`config.mk`:
```
export PLATFORM = sky130hd
export DESIGN_NAME = half_to_single_widen
export DESIGN_NICKNAME = d
export VERILOG_FILES = /design/src/rtl/hsw_pkg.sv /design/src/rtl/hsw_lead_one.sv /design/src/rtl/hsw_unpack.sv /design/src/rtl/hsw_assemble.sv /design/src/rtl/half_to_single_widen.sv
export SDC_FILE = /design/constraint.sdc
export NUM_CORES = 1
export LEC_CHECK = 0
export ABC_AREA = 1
export CAP_MARGIN = 10
export CORE_MARGIN = 3
export CORE_UTILIZATION = 25
export DETAILED_ROUTE_END_ITERATION = 12
export DONT_BUFFER_PORTS = 1
export SLEW_MARGIN = 10
export SYNTH_ARGS = -nofsm -noshare
export SYNTH_HDL_FRONTEND = slang
export SYNTH_SLANG_ARGS = --single-unit
```
`constraint.sdc`:
```
create_clock -name clk -period 1.4 [get_ports clk]
set_input_delay 0.07 -clock clk [delete_from_list [all_inputs] [get_ports clk]]
set_output_delay 0.07 -clock clk [all_outputs]
set_load 0.01 [all_outputs]
```
`src/rtl/hsw_pkg.sv`:
```
package hsw_pkg;

    localparam int HALF_EXP_W    = 5;
    localparam int HALF_FRAC_W   = 10;
    localparam int HALF_W        = 1 + HALF_EXP_W + HALF_FRAC_W;
    localparam int SGL_EXP_W     = 8;
    localparam int SGL_FRAC_W    = 23;
    localparam int SGL_W         = 1 + SGL_EXP_W + SGL_FRAC_W;
    localparam int HALF_BIAS     = (1 << (HALF_EXP_W - 1)) - 1;
    localparam int SGL_BIAS      = (1 << (SGL_EXP_W - 1)) - 1;
    localparam int BIAS_DELTA    = SGL_BIAS - HALF_BIAS;
    localparam int FRAC_SHIFT    = SGL_FRAC_W - HALF_FRAC_W;
    localparam int POS_W         = $clog2(HALF_FRAC_W);
    // exponent of a subnormal whose leading one sits at position 0
    localparam int SUB_EXP_BASE  = BIAS_DELTA + 1 - HALF_FRAC_W;

    typedef enum logic [2:0] {
        CLS_ZERO,
        CLS_SUB,
        CLS_NORM,
        CLS_INF,
        CLS_NAN
    } fp_class_e;

    typedef struct packed {
        logic                   vld;
        logic                   sign;
        fp_class_e              cls;
        logic [SGL_EXP_W-1:0]   exp;
        logic [HALF_FRAC_W-1:0] frac;
    } stage_t;

endpackage

```
`src/rtl/hsw_lead_one.sv`:
```
module hsw_lead_one #(
    parameter int W     = 10,
    parameter int POS_W = $clog2(W)
) (
    input  logic [W-1:0]     vec,
    output logic             found,
    output logic [POS_W-1:0] pos
);

    // priority encoder: highest set bit wins
    always_comb begin
        found = 1'b0;
        pos   = '0;
        for (int i = 0; i < W; i++) begin
            if (vec[i]) begin
                found = 1'b1;
                pos   = POS_W'(i);
            end
        end
    end

    always_comb begin
        if (found) begin
            a_r6_leading_one_top: assert ((vec >> pos) == W'(1))
                else $error("leading-one position does not mark the top bit");
        end
    end

endmodule

```
`src/rtl/hsw_unpack.sv`:
```
module hsw_unpack
    import hsw_pkg::*;
(
    input  logic              vld,
    input  logic [HALF_W-1:0] half,
    output stage_t            dec
);

    logic [HALF_EXP_W-1:0]  exp_f;
    logic [HALF_FRAC_W-1:0] frac_f;
    logic                   exp_max;
    logic                   exp_min;
    logic                   lo_found;
    logic [POS_W-1:0]       lo_pos;
    logic [POS_W-1:0]       sh_amt;
    logic [HALF_FRAC_W:0]   aligned;

    assign exp_f   = half[HALF_W-2 -: HALF_EXP_W];
    assign frac_f  = half[HALF_FRAC_W-1:0];
    assign exp_max = &exp_f;
    assign exp_min = ~|exp_f;

    hsw_lead_one #(
        .W     (HALF_FRAC_W),
        .POS_W (POS_W)
    ) u_lead (
        .vec   (frac_f),
        .found (lo_found),
        .pos   (lo_pos)
    );

    // move the leading one up to the hidden-bit position
    assign sh_amt  = POS_W'(HALF_FRAC_W) - lo_pos;
    assign aligned = {1'b0, frac_f} << sh_amt;

    always_comb begin
        dec      = '0;
        dec.vld  = vld;
        dec.sign = half[HALF_W-1];
        if (exp_max) begin
            dec.cls  = lo_found ? CLS_NAN : CLS_INF;
            dec.exp  = '1;
            dec.frac = frac_f;
        end else if (exp_min) begin
            if (!lo_found) begin
                dec.cls  = CLS_ZERO;
                dec.exp  = '0;
                dec.frac = '0;
            end else begin
                dec.cls  = CLS_SUB;
                dec.exp  = SGL_EXP_W'(SUB_EXP_BASE) + SGL_EXP_W'(lo_pos);
                dec.frac = aligned[HALF_FRAC_W-1:0];
            end
        end else begin
            dec.cls  = CLS_NORM;
            dec.exp  = SGL_EXP_W'(exp_f) + SGL_EXP_W'(BIAS_DELTA);
            dec.frac = frac_f;
        end
    end

    always_comb begin
        if (exp_min && lo_found) begin
            a_r6_hidden_bit_set: assert (aligned[HALF_FRAC_W])
                else $error("normalisation shift missed the hidden bit");
        end
    end

endmodule

```
`src/rtl/hsw_assemble.sv`:
```
module hsw_assemble
    import hsw_pkg::*;
(
    input  stage_t             st,
    output logic [SGL_W-1:0]   word
);

    localparam logic [FRAC_SHIFT-1:0] PAD = '0;

    always_comb begin
        unique case (st.cls)
            CLS_ZERO: word = {st.sign, {(SGL_W-1){1'b0}}};
            CLS_INF:  word = {st.sign, {SGL_EXP_W{1'b1}}, {SGL_FRAC_W{1'b0}}};
            CLS_NAN:  word = {st.sign, {SGL_EXP_W{1'b1}}, 1'b1,
                              st.frac[HALF_FRAC_W-2:0], PAD};
            default:  word = {st.sign, st.exp, st.frac, PAD};
        endcase
    end

endmodule

```
`src/rtl/half_to_single_widen.sv`:
```
module half_to_single_widen
    import hsw_pkg::*;
(
    input  logic              clk,
    input  logic              rst_n,
    input  logic              in_valid,
    input  logic [15:0]       in_half,
    output logic              out_valid,
    output logic [31:0]       out_single
);

    typedef struct packed {
        stage_t            s1;
        logic              ovld;
        logic [SGL_W-1:0]  odata;
    } pipe_t;

    pipe_t             pipe_d;
    pipe_t             pipe_q;
    stage_t            dec;
    logic [SGL_W-1:0]  packed_word;

    hsw_unpack u_unpack (
        .vld  (in_valid),
        .half (in_half),
        .dec  (dec)
    );

    hsw_assemble u_assemble (
        .st   (pipe_q.s1),
        .word (packed_word)
    );

    always_comb begin
        pipe_d       = pipe_q;
        pipe_d.s1    = dec;
        pipe_d.ovld  = pipe_q.s1.vld;
        pipe_d.odata = packed_word;
    end

    always_ff @(posedge clk or negedge rst_n) begin
        if (!rst_n) begin
            pipe_q <= '0;
        end else begin
            pipe_q <= pipe_d;
        end
    end

    assign out_valid  = pipe_q.ovld;
    assign out_single = pipe_q.odata;

    a_r1_sign_kept: assert property (@(posedge clk) disable iff (!rst_n)
        out_valid |-> out_single[31] == $past(in_half[15], 2))
        else $error("sign bit not carried");

    a_r2_stage_one: assert property (@(posedge clk) disable iff (!rst_n)
        in_valid |=> pipe_q.s1.vld)
        else $error("operand not captured");

    a_r2_stage_two: assert property (@(posedge clk) disable iff (!rst_n)
        pipe_q.s1.vld |=> out_valid)
        else $error("result not issued");

    a_r2_no_spurious: assert property (@(posedge clk) disable iff (!rst_n)
        !pipe_q.s1.vld |=> !out_valid)
        else $error("result without operand");

    a_r4_nan_quiet: assert property (@(posedge clk) disable iff (!rst_n)
        (out_valid && (&out_single[30:23]) && (|out_single[22:0]))
            |-> out_single[22])
        else $error("NaN result not quiet");

    a_r5_zero_kept: assert property (@(posedge clk) disable iff (!rst_n)
        (out_valid && $past(in_half[14:0], 2) == 15'd0)
            |-> out_single[30:0] == 31'd0)
        else $error("zero not preserved");

    a_r7_low_bits_clear: assert property (@(posedge clk) disable iff (!rst_n)
        out_valid |-> out_single[12:0] == 13'd0)
        else $error("low fraction bits not zero");

endmodule

```
==> results of run 1 <==
[worst max-delay path, cell delays in order]
cell,delay (ns)
dlygate4sd3_1,0.54
inv_1,0.09
nand4_1,0.13
nor2_1,0.17
nand2_1,0.18
a21oi_1,0.17
nand2_1,0.07
o21ai_1,0.11
[layout by cell type, fill, tap and decap left out]
| master | Yosys | routed |
|---|---|---|
| o21ai_2 | 0 | 1 |
| nand4_1 | 3 | 3 |
| inv_8 | 1 | 1 |
| o22ai_1 | 2 | 2 |
| inv_2 | 5 | 6 |
| clkbuf_8 | 0 | 6 |
| nand3_2 | 4 | 4 |
| xor2_1 | 1 | 1 |
| buf_4 | 32 | 25 |
| conb_1 | 1 | 13 |
| xnor2_4 | 1 | 1 |
| nor4_1 | 1 | 1 |
| nand2_1 | 60 | 59 |
| nand2_2 | 6 | 7 |
| nor2_2 | 3 | 6 |
| o21ai_1 | 4 | 4 |
| and2_1 | 1 | 1 |
| dfrtp_1 | 41 | 41 |
| inv_4 | 1 | 2 |
| o21bai_1 | 2 | 2 |
| inv_1 | 30 | 27 |
| a21oi_1 | 6 | 6 |
| buf_12 | 1 | 1 |
| nand2_4 | 3 | 3 |
| o31ai_1 | 1 | 1 |
| bufinv_16 | 0 | 1 |
| a31oi_1 | 1 | 1 |
| inv_12 | 0 | 1 |
| buf_6 | 0 | 2 |
| o21ai_0 | 9 | 8 |
| clkbuf_1 | 1 | 1 |
| nand3_1 | 23 | 23 |
| nor3_1 | 1 | 1 |
| ha_4 | 0 | 2 |
| o211ai_1 | 1 | 1 |
| nor2_1 | 18 | 15 |
| dlygate4sd3_1 | 0 | 14 |
[power by group through the flow]
stage | Clock [mW] | Sequential (mW) | Combinational, mW
after floorplan | 0 | 1.30 | 0.427
after CTS | 0.974 | 1.31 | 0.509
after global routing | 1.03 | 1.32 | 0.570
after global placement | 0 | 1.34 | 0.445
after detailed placement | 0 | 1.34 | 0.444
final | 0.944 | 1.31 | 0.512
[registers in the layout, summed over array words and instances (netlist names)]
name        count
out_single     18
out_valid       1
pipe_d          1
pipe_q         21
[area by class of cell]
cell class / instances / area, sq um
Tap cell: 105 / 131.4
Sequential cell: 41 / 1026
Fill cell: 896 / 5748
Clock inverter: 1 / 30.03
Multi-Input combinational cell: 166 / 867.1
Inverter: 37 / 163.9
Clock buffer: 7 / 86.33
Timing Repair Buffer: 42 / 370.4
[timing repair]
action | CTS | global route
endpoints found under the setup margin | 0 | 10
hold buffers | 15 | 0
hold endpoints to repair | 54 | 0
resized for setup | 0 | 4
[metal layers]
layer	routed length [um]	vias to the layer above	share of wire, %	GRT usage, %
met4	78	0	1.6	3.834
met3	359	5	7.4	2.363
met5	0	-	0	0
met2	2047	62	42	14.22
met1	2375	759	49	14.75
li1	-	844	-	-
[kinds of logic (layout without fill, tap and decap cells)]
group,Yosys count,after routing,share of synthesized area [%]
and+or+nand+nor,123,123,25.79
adders and majority gates,2,2,1.123
xor gates and xnor gates,2,2,1.629
buffers and inverters,72,87,18.76
AOI/OAI and AO/OA,26,26,6.461
DFF,41,41,46.07
other,1,13,0.1684
[per-stage QoR]
stage	worst slack [ns]	utilization (%)	TNS (ns)	hold slack [ns]	power, mW
2_1_floorplan	-0.08693	-	-0.1550	-0.2256	1.726
3_3_place_gp	-0.1480	28.33	-0.8402	-0.2247	1.781
3_5_place_dp	-0.1422	28.33	-0.9069	-0.2246	1.781
4_1_cts	0.06365	31.61	0	0.0008233	2.796
5_1_grt	-0.008324	31.76	-0.008324	0.02974	2.915
6_report	0.07234	31.76	0	0.01838	2.766
[path summary, 6_finish.rpt]
path,depth (start not counted),end,from,slack (ns)
setup reg to reg,9,out_single[18]$_DFF_PN0_,pipe_q[51]$_DFF_PN0_,0.14
setup / recovery,8,pipe_q[37]$_DFF_PN0_,in_half[13],0.07
max in group asynchronous,2,out_single[20]$_DFF_PN0_,rst_n,0.97
hold / removal,4,pipe_q[53]$_DFF_PN0_,in_half[11],0.02
hold reg to reg,0,out_single[31]$_DFF_PN0_,pipe_q[54]$_DFF_PN0_,0.36
min in group asynchronous,2,out_single[29]$_DFF_PN0_,rst_n,0.25
==> flow_metrics.tcl, run 1 <==
set metrics [dict create \
    status "finished clean" \
    synth_edf_count 0 \
    critPathMaxFanout 6 \
    grt_pass1_vias 1629 \
    p_comb_share_pct 18.5 \
    grt_pass1_wl_mm 7.941 \
    numCtsBuffers 5 \
    die_h_um 100.4 \
    fin_nets 314 \
    first_pass_iters 4 \
    grt_max_degree 42 \
    drive_above_1_share_pct 23.47 \
    p_switching_mw 0.7044 \
    vdd_drop_max_v 0.0003527 \
    ys_ff_latch 41 \
    critPathLaunchType "input port" \
    fin_cells 399 \
    dpl.cell_count 376 \
    hold_class "in -> reg" \
    p_int_mw 2.062 \
    grt.overflow.total 0 \
    cts_tree "yes" \
    synth_cells 267 \
    root_buffer "clkbuf_8" \
    drt_wl_total_mm 4.860 \
    synth-seq-area-share_pct 46.07 \
    yosysUniqueCellTypes 32 \
    cts_buffer_depth 2 \
    start_util_pct 26.44 \
    placed_cell_area_sq_mm 0.002386 \
    synth_most_common_cell "nand2_1" \
    postCtsSetupBuffers 0 \
    maxCapViolCount 0 \
    drtIter0Drc 110 \
    setup_viol 0 \
    htreeDepth 2 \
    criticalPathCategory "in -> reg" \
    viasPerCell 4.185 \
    design.die.area_sq_mm 0.01008 \
    finClkSkew_ns 0.003520 \
    yosysWarnings 0 \
    synth_top_area_share_pct 46.07 \
    wl_per_cell_um 12.18 \
    numClockSinks 41 \
    ys.flop_type "dfrtp_1" \
    antenna_cells 0 \
    clk_latency_ns 0.28 \
    dp_hpwl_mm 3.805 \
    vias 1670 \
    yosys.area.top_type "dfrtp_1" \
    ant_nets 0 \
    slew_viol_final 0 \
    syn_area_sq_mm 0.002227 \
    critPathArrivalTime_ns 1.53 \
    p_leak_nw 1.351 \
    fin_crit_sh_pct 94.83 \
    clkPwrFrac_pct 34.1 \
    antenna_found_initial 0 \
    die-width_um 100.4 \
    ys_async_sr_fraction_pct 100.0 \
    drcViolationCount 0 \
    seq_power_share_pct 47.4 \
    grtUsageTotal_pct 10.06 \
    fmax_ghz 0.7532 \
    rows 33 \
    p_per_area_mw_per_mm2 1034 \
    place_congestion 0.8856 \
    hold_violations 0 \
    portBuffers 0 \
    fp.coreArea_sq_mm 0.008423 \
    end_kind "flop" \
    fin_area_sq_mm 0.002675 \
    synthTopCellsByArea "dfrtp_1 46%, buf_4 11%, nand2_1 10%" \
    cp.required_ns 1.60 \
    synthTopCellsByCount "60 x nand2_1, 41 x dfrtp_1, 32 x buf_4, 30 x inv_1, 23 x nand3_1" \
    syn2layout_area_growth_pct 20.11 \
    clk_pin_slew_worst_paths_ns 0.07 \
    pin_count 52 \
    avgSynthCellArea_sq_um 8.341 \
    swShare_pct 25.46 \
    layout_min_cycle_time_ns 1.328 \
]
No activity file was read; power rests on OpenSTA's default activity.
==> run 2: changes to the inputs <==
MAX_ROUTING_LAYER = met4   (was unset)
==> run 2 against run 1 <==
Effect of this change:
- non-clock buffer count increased by 1
- sequential share of layout area grew 0.11 points
- routed wire length is 2.2% higher
- combinational power rose by 1%
- utilization is 0.089 points lower
- cell area is 0.28% lower
- largest cell class unchanged
- sequential cell count stayed put
- count of clock-buffer cells in the layout unchanged
- global-route usage increased by 0.46 points
- largest power group unchanged
==> flow_metrics.tcl, run 2 (synthesized netlist as in run 1, its figures left out) <==
set metrics [dict create \
    status "finished clean" \
    numCtsBuffers 5 \
    cp.required_ns 1.57 \
    drt_wl_total_mm 4.969 \
    grtUsageTotal_pct 10.52 \
    design.die.area_sq_mm 0.01008 \
    first_pass_iters 4 \
    fin_crit_sh_pct 92.84 \
    drcViolationCount 0 \
    cp_cell_sequence "nor2_2 -> inv_1 -> nor2_2 -> inv_1 -> nand2_1 -> a21oi_1 -> nor2_2 -> buf_6 -> nor2_1" \
    timing.rr.end "out_single[20]$_DFF_PN0_" \
    grt_pass1_vias 1676 \
    grt_pass1_wl_mm 8.114 \
    vdd_drop_max_v 0.0003149 \
    hold_violations 0 \
    critPathMaxFanout 9 \
    setup_viol 0 \
    wl_per_cell_um 12.42 \
    start_util_pct 26.44 \
    die_h_um 100.4 \
    critPathArrivalTime_ns 1.47 \
    cpMaxStageDelayCell "dfrtp_1" \
    regMostFlops "pipe_q" \
    p_per_area_mw_per_mm2 984.4 \
    place_congestion 0.8893 \
    antenna_cells 0 \
    slew_viol_final 0 \
    cpPeakStageDelay_ns 0.39 \
    pin_count 52 \
    hold_class "in -> reg" \
    layout_commonest_cell "nand2_1" \
    antenna_found_initial 0 \
    drive_above_1_share_pct 24.41 \
    fillers 897 \
    critPathLaunchType "flop" \
    ant_nets 0 \
    syn2layout_area_growth_pct 19.78 \
    layout_common_cells "59 x nand2_1, 41 x dfrtp_1, 27 x inv_1, 27 x buf_4, 23 x nand3_1" \
    viasPerCell 4.118 \
    dp_hpwl_mm 3.851 \
    rows 33 \
    finClkSkew_ns 0.001720 \
    hp-start "in_half[11]" \
    path_common_cell "nor2_2" \
    largest_reg_flops 21 \
    maxCapViolCount 0 \
    criticalPathCategory "reg -> reg" \
    layout_min_cycle_time_ns 1.300 \
    cp.depth 9 \
    grt.overflow.total 0 \
    clk_pin_slew_worst_paths_ns 0.07 \
    startpoint "pipe_q[51]$_DFF_PN0_" \
    fin_nets 315 \
    power_mw 2.626 \
    cts_tree "yes" \
    reg2reg_slack_ns 0.10 \
    die-width_um 100.4 \
    fp.coreArea_sq_mm 0.008423 \
    vias 1647 \
    grt_max_degree 42 \
    p_leak_nw 1.349 \
    portBuffers 0 \
    worst-r2r-cell-count 9 \
    clk_latency_ns 0.28 \
    critPathBufInv 3 \
    crit_end "out_single[20]$_DFF_PN0_" \
    root_buffer "clkbuf_8" \
    postCtsSetupBuffers 0 \
    critPathTopFamily "simple AND/OR/NAND/NOR gates" \
    drtIter0Drc 94 \
    cts_buffer_depth 2 \
    dpl.cell_count 377 \
    crit-reg2reg-launch "pipe_q[51]$_DFF_PN0_" \
    numClockSinks 41 \
    fin_cells 400 \
    end_kind "flop" \
    htreeDepth 2 \
    fmax_ghz 0.7694 \
]
-- run 2: cell count changes in the layout (fill, tap and decap cells not counted), sizes merged --
cell	before	now
clkinv	0	1
buf	28	29
bufinv	1	0
-- run 2: through the flow --
stage	hold WS [ns]	util [%]	setup slack (ns)	cell area, sq um	setup TNS [ns]
final	0.02056	31.67	0.1002	2668	0
after global routing	0.01659	31.67	-0.01322	2668	-0.02725
after CTS	0.006110	31.52	0.06893	2655	0
after detailed placement	-0.2248	28.42	-0.1620	2394	-1.092
after global placement	-0.2247	28.42	-0.1469	2394	-0.8569
after floorplan	-0.2256	-	-0.08693	2327	-0.1550
-- run 2: cell type report --
cell class | instances | area, sq um | area share, %
Clock inverter | 1 | 5.005 | 0.1876
Clock buffer | 7 | 96.34 | 3.612
Timing Repair Buffer | 43 | 374.1 | 14.02
Tap cell | 105 | 131.4 | 4.925
Inverter | 37 | 163.9 | 6.144
Multi-Input combinational cell | 166 | 870.8 | 32.65
Sequential cell | 41 | 1026 | 38.46
-- run 2: worst min path at each step --
stage,endpoint,slack [ns],depth (start not counted)
after CTS,pipe_q[53]$_DFF_PN0_,0.006,4
after floorplan,out_single[13]$_DFF_PN0_,-0.23,0
after detailed placement,out_single[29]$_DFF_PN0_,-0.22,0
after global routing,pipe_q[35]$_DFF_PN0_,0.02,3
final,pipe_q[53]$_DFF_PN0_,0.02,4
after global placement,out_single[29]$_DFF_PN0_,-0.22,0
-- run 2: worst register-to-register path: cells and delay by family (launching register included) --
| kind | cells | cell delay, ns |
|---|---|---|
| DFF | 1 | 0.39 |
| buffers and inverters | 3 | 0.27 |
| AOI/OAI and AO/OA | 1 | 0.07 |
| and+or+nand+nor | 5 | 0.46 |
-- run 2: power breakdown --
group	total, mW	switching (mW)	internal, mW
Combinational	0.518	0.297	0.222
Sequential	1.31	0.0491	1.26
Clock	0.798	0.353	0.445
-- run 2: metal layers --
metal / vias to the layer above / GRT usage [%] / share of wire [%]
met5: - / - / 0
met4: 0 / 4.560 / 1.4
met3: 6 / 2.710 / 6.7
met2: 55 / 14.37 / 41
met1: 743 / 14.61 / 50
li1: 843 / - / -
-- run 2: repair_timing --
action                                  CTS  global route
hold endpoints to repair                 54             0
gates resized for setup                   0             4
endpoints found under the setup margin    0            10
hold buffers                             15             0
==> run 3: changes to the inputs <==
SETUP_SLACK_MARGIN = 0.5   (was unset)
==> run 3 against run 2 <==
Effect of this change:
- the run now ends with negative hold slack left
- combinational power increased by 9.1%
- count of clock-buffer cells in the layout is 1 lower
- sequential share of layout area decreased by 3.2 points
- highest routed layer unchanged
- critical path type is now in -> reg
- worst hold slack worse by 0.55 ns
- clock skew rose by 0.0039 ns
- sequential power barely moved
- clock power rose by 18%
- largest power group unchanged
- critical path depth rose by 5
- final cell count grew 1.5%
- first-iteration DRC count decreased by 38%
==> flow_metrics.tcl, run 3 (synthesized netlist as in run 1, its figures left out) <==
set metrics [dict create \
    maxCapViolCount 0 \
    placed_cell_area_sq_mm 0.002390 \
    use_met2_pct 14.78 \
    violations "negative hold slack" \
    fillers 916 \
    fin_crit_sh_pct 87.89 \
    crit-reg2reg-launch "pipe_q[51]$_DFF_PN0_" \
    ant_nets 0 \
    grtUsageTotal_pct 10.82 \
    finClkSkew_ns 0.005609 \
    dp_hpwl_mm 3.868 \
    pin_count 52 \
    die_h_um 100.4 \
    grt_busiest_layer "met1" \
    portBuffers 0 \
    critPathArrivalTime_ns 1.41 \
    antenna_cells 0 \
    numClockSinks 41 \
    numCtsBuffers 5 \
    fp.coreArea_sq_mm 0.008423 \
    met3_usage_pct 3.058 \
    design.die.area_sq_mm 0.01008 \
    hold_class "in -> async" \
    cp.required_ns 1.58 \
    clk_latency_ns 0.28 \
    fin_nets 321 \
    fmax_ghz 0.8127 \
    fin_area_sq_mm 0.002910 \
    viasPerCell 4.204 \
    whs_ns -0.5251 \
    post-place-ws_ns -0.2603 \
    cts_hold_buf 13 \
    drive_above_1_share_pct 37.54 \
    drtIter0Drc 58 \
    drt_wl_total_mm 5.175 \
    htreeDepth 2 \
    drcViolationCount 0 \
    layout_common_cells "43 x nand2_1, 41 x dfrtp_1, 27 x buf_4" \
    rsz0062_at_grt "yes" \
    use_met1_pct 15.15 \
    critPathLaunchType "input port" \
    power_mw 2.820 \
    root_buffer "clkbuf_8" \
    setup_viol 0 \
    critPathMaxFanout 5 \
    syn2layout_area_growth_pct 30.67 \
    multi_input_area_sq_mm 0.001028 \
    grt_pass1_wl_mm 8.176 \
    startpoint "in_half[3]" \
    criticalPathCategory "in -> reg" \
    clk_pin_slew_worst_paths_ns 0.07 \
    die-width_um 100.4 \
    seqCellArea_sq_mm 0.001026 \
    slew_viol_final 0 \
    p_per_area_mw_per_mm2 968.8 \
    end_kind "flop" \
    largest_reg_flops 21 \
    place_congestion 0.8570 \
    start_util_pct 26.44 \
    hold_violations 41 \
    layout_commonest_cell "nand2_1" \
    cts_tree "yes" \
    vias 1707 \
    grt.overflow.total 0 \
    rows 33 \
    status "finished, violations left" \
    antenna_found_initial 0 \
    regMostFlops "pipe_q" \
    vdd_drop_max_v 0.0003494 \
    first_pass_iters 4 \
    wl_per_cell_um 12.75 \
    cts_buffer_depth 2 \
    grt_pass1_vias 1633 \
    setup_ws_ns 0.1696 \
    grt_max_degree 42 \
    layout_min_cycle_time_ns 1.230 \
    p_leak_nw 1.414 \
]
-- run 3: cell count changes in the layout (fill, tap and decap cells not counted), sizes merged --
cell | before | now
buf | 29 | 35
bufinv | 0 | 1
clkbuf | 7 | 6
clkinv | 1 | 0
clkinvlp | 0 | 1
dlygate4sd3 | 14 | 13
nor2 | 21 | 22
-- run 3: per-layer routing --
layer / vias to the layer above / routed length [um]
li1: 859 / -
met1: 777 / 2428
met2: 64 / 2263
met3: 7 / 404
met4: 0 / 78
met5: - / 0
-- run 3: cell type report --
class	instances	area share [%]
tap	105	4.514
timing repair buffer	48	14.96
sequential	41	35.25
inverter	37	5.804
clock buffer	6	2.837
clock inverter	2	1.290
multi-input combinational	167	35.34
-- run 3: stage by stage --
step	utilization [%]	cells	hold slack [ns]	TNS (ns)
after floorplan	-	279	-0.2256	-0.1575
after global placement	28.37	373	-0.2247	-1.303
after detailed placement	28.37	373	-0.2247	-1.829
after CTS	33.26	404	-0.5401	0
after global routing	34.55	406	-0.5534	0
final	34.55	406	-0.5251	0
-- run 3: report_power, final --
| part | switching (mW) | internal, mW |
|---|---|---|
| clock network | 0.364 | 0.579 |
| registers | 0.0508 | 1.26 |
| logic | 0.308 | 0.257 |
| total | 0.723 | 2.10 |
-- run 3: final timing paths --
path                                                 end  slack [ns]  cells after the start
worst max-delay path                pipe_q[42]$_DFF_PN0_        0.17                     14
worst min-delay path            out_single[23]$_DFF_PN0_       -0.53                      0
worst max register to register  out_single[13]$_DFF_PN0_        0.19                      8
worst min register to register       out_valid$_DFF_PN0_        0.35                      0
max in group asynchronous           pipe_q[54]$_DFF_PN0_        1.84                      0
min in group clk                    pipe_q[35]$_DFF_PN0_        0.02                      3
-- run 3: what timing repair did --
| action | CTS | global route |
|---|---|---|
| cloned | 1 | 0 |
| endpoints found under the hold margin | 54 | 41 |
| buffers inserted | 9 | 2 |
| gates resized for setup | 26 | 24 |
| endpoints found under the setup margin | 29 | 32 |
| pin swaps | 20 | 12 |
-- run 3: critical path, cell delays in order --
cell	delay, ns
nor2_4	0.09
inv_2	0.04
nand2_2	0.05
nand2_2	0.06
o21ai_4	0.17
buf_4	0.14
ha_4	0.22
buf_4	0.15
nand3_2	0.08
nand3_1	0.09
nand2_1	0.08
nand2_1	0.05
nand2_1	0.07
nand2_1	0.05
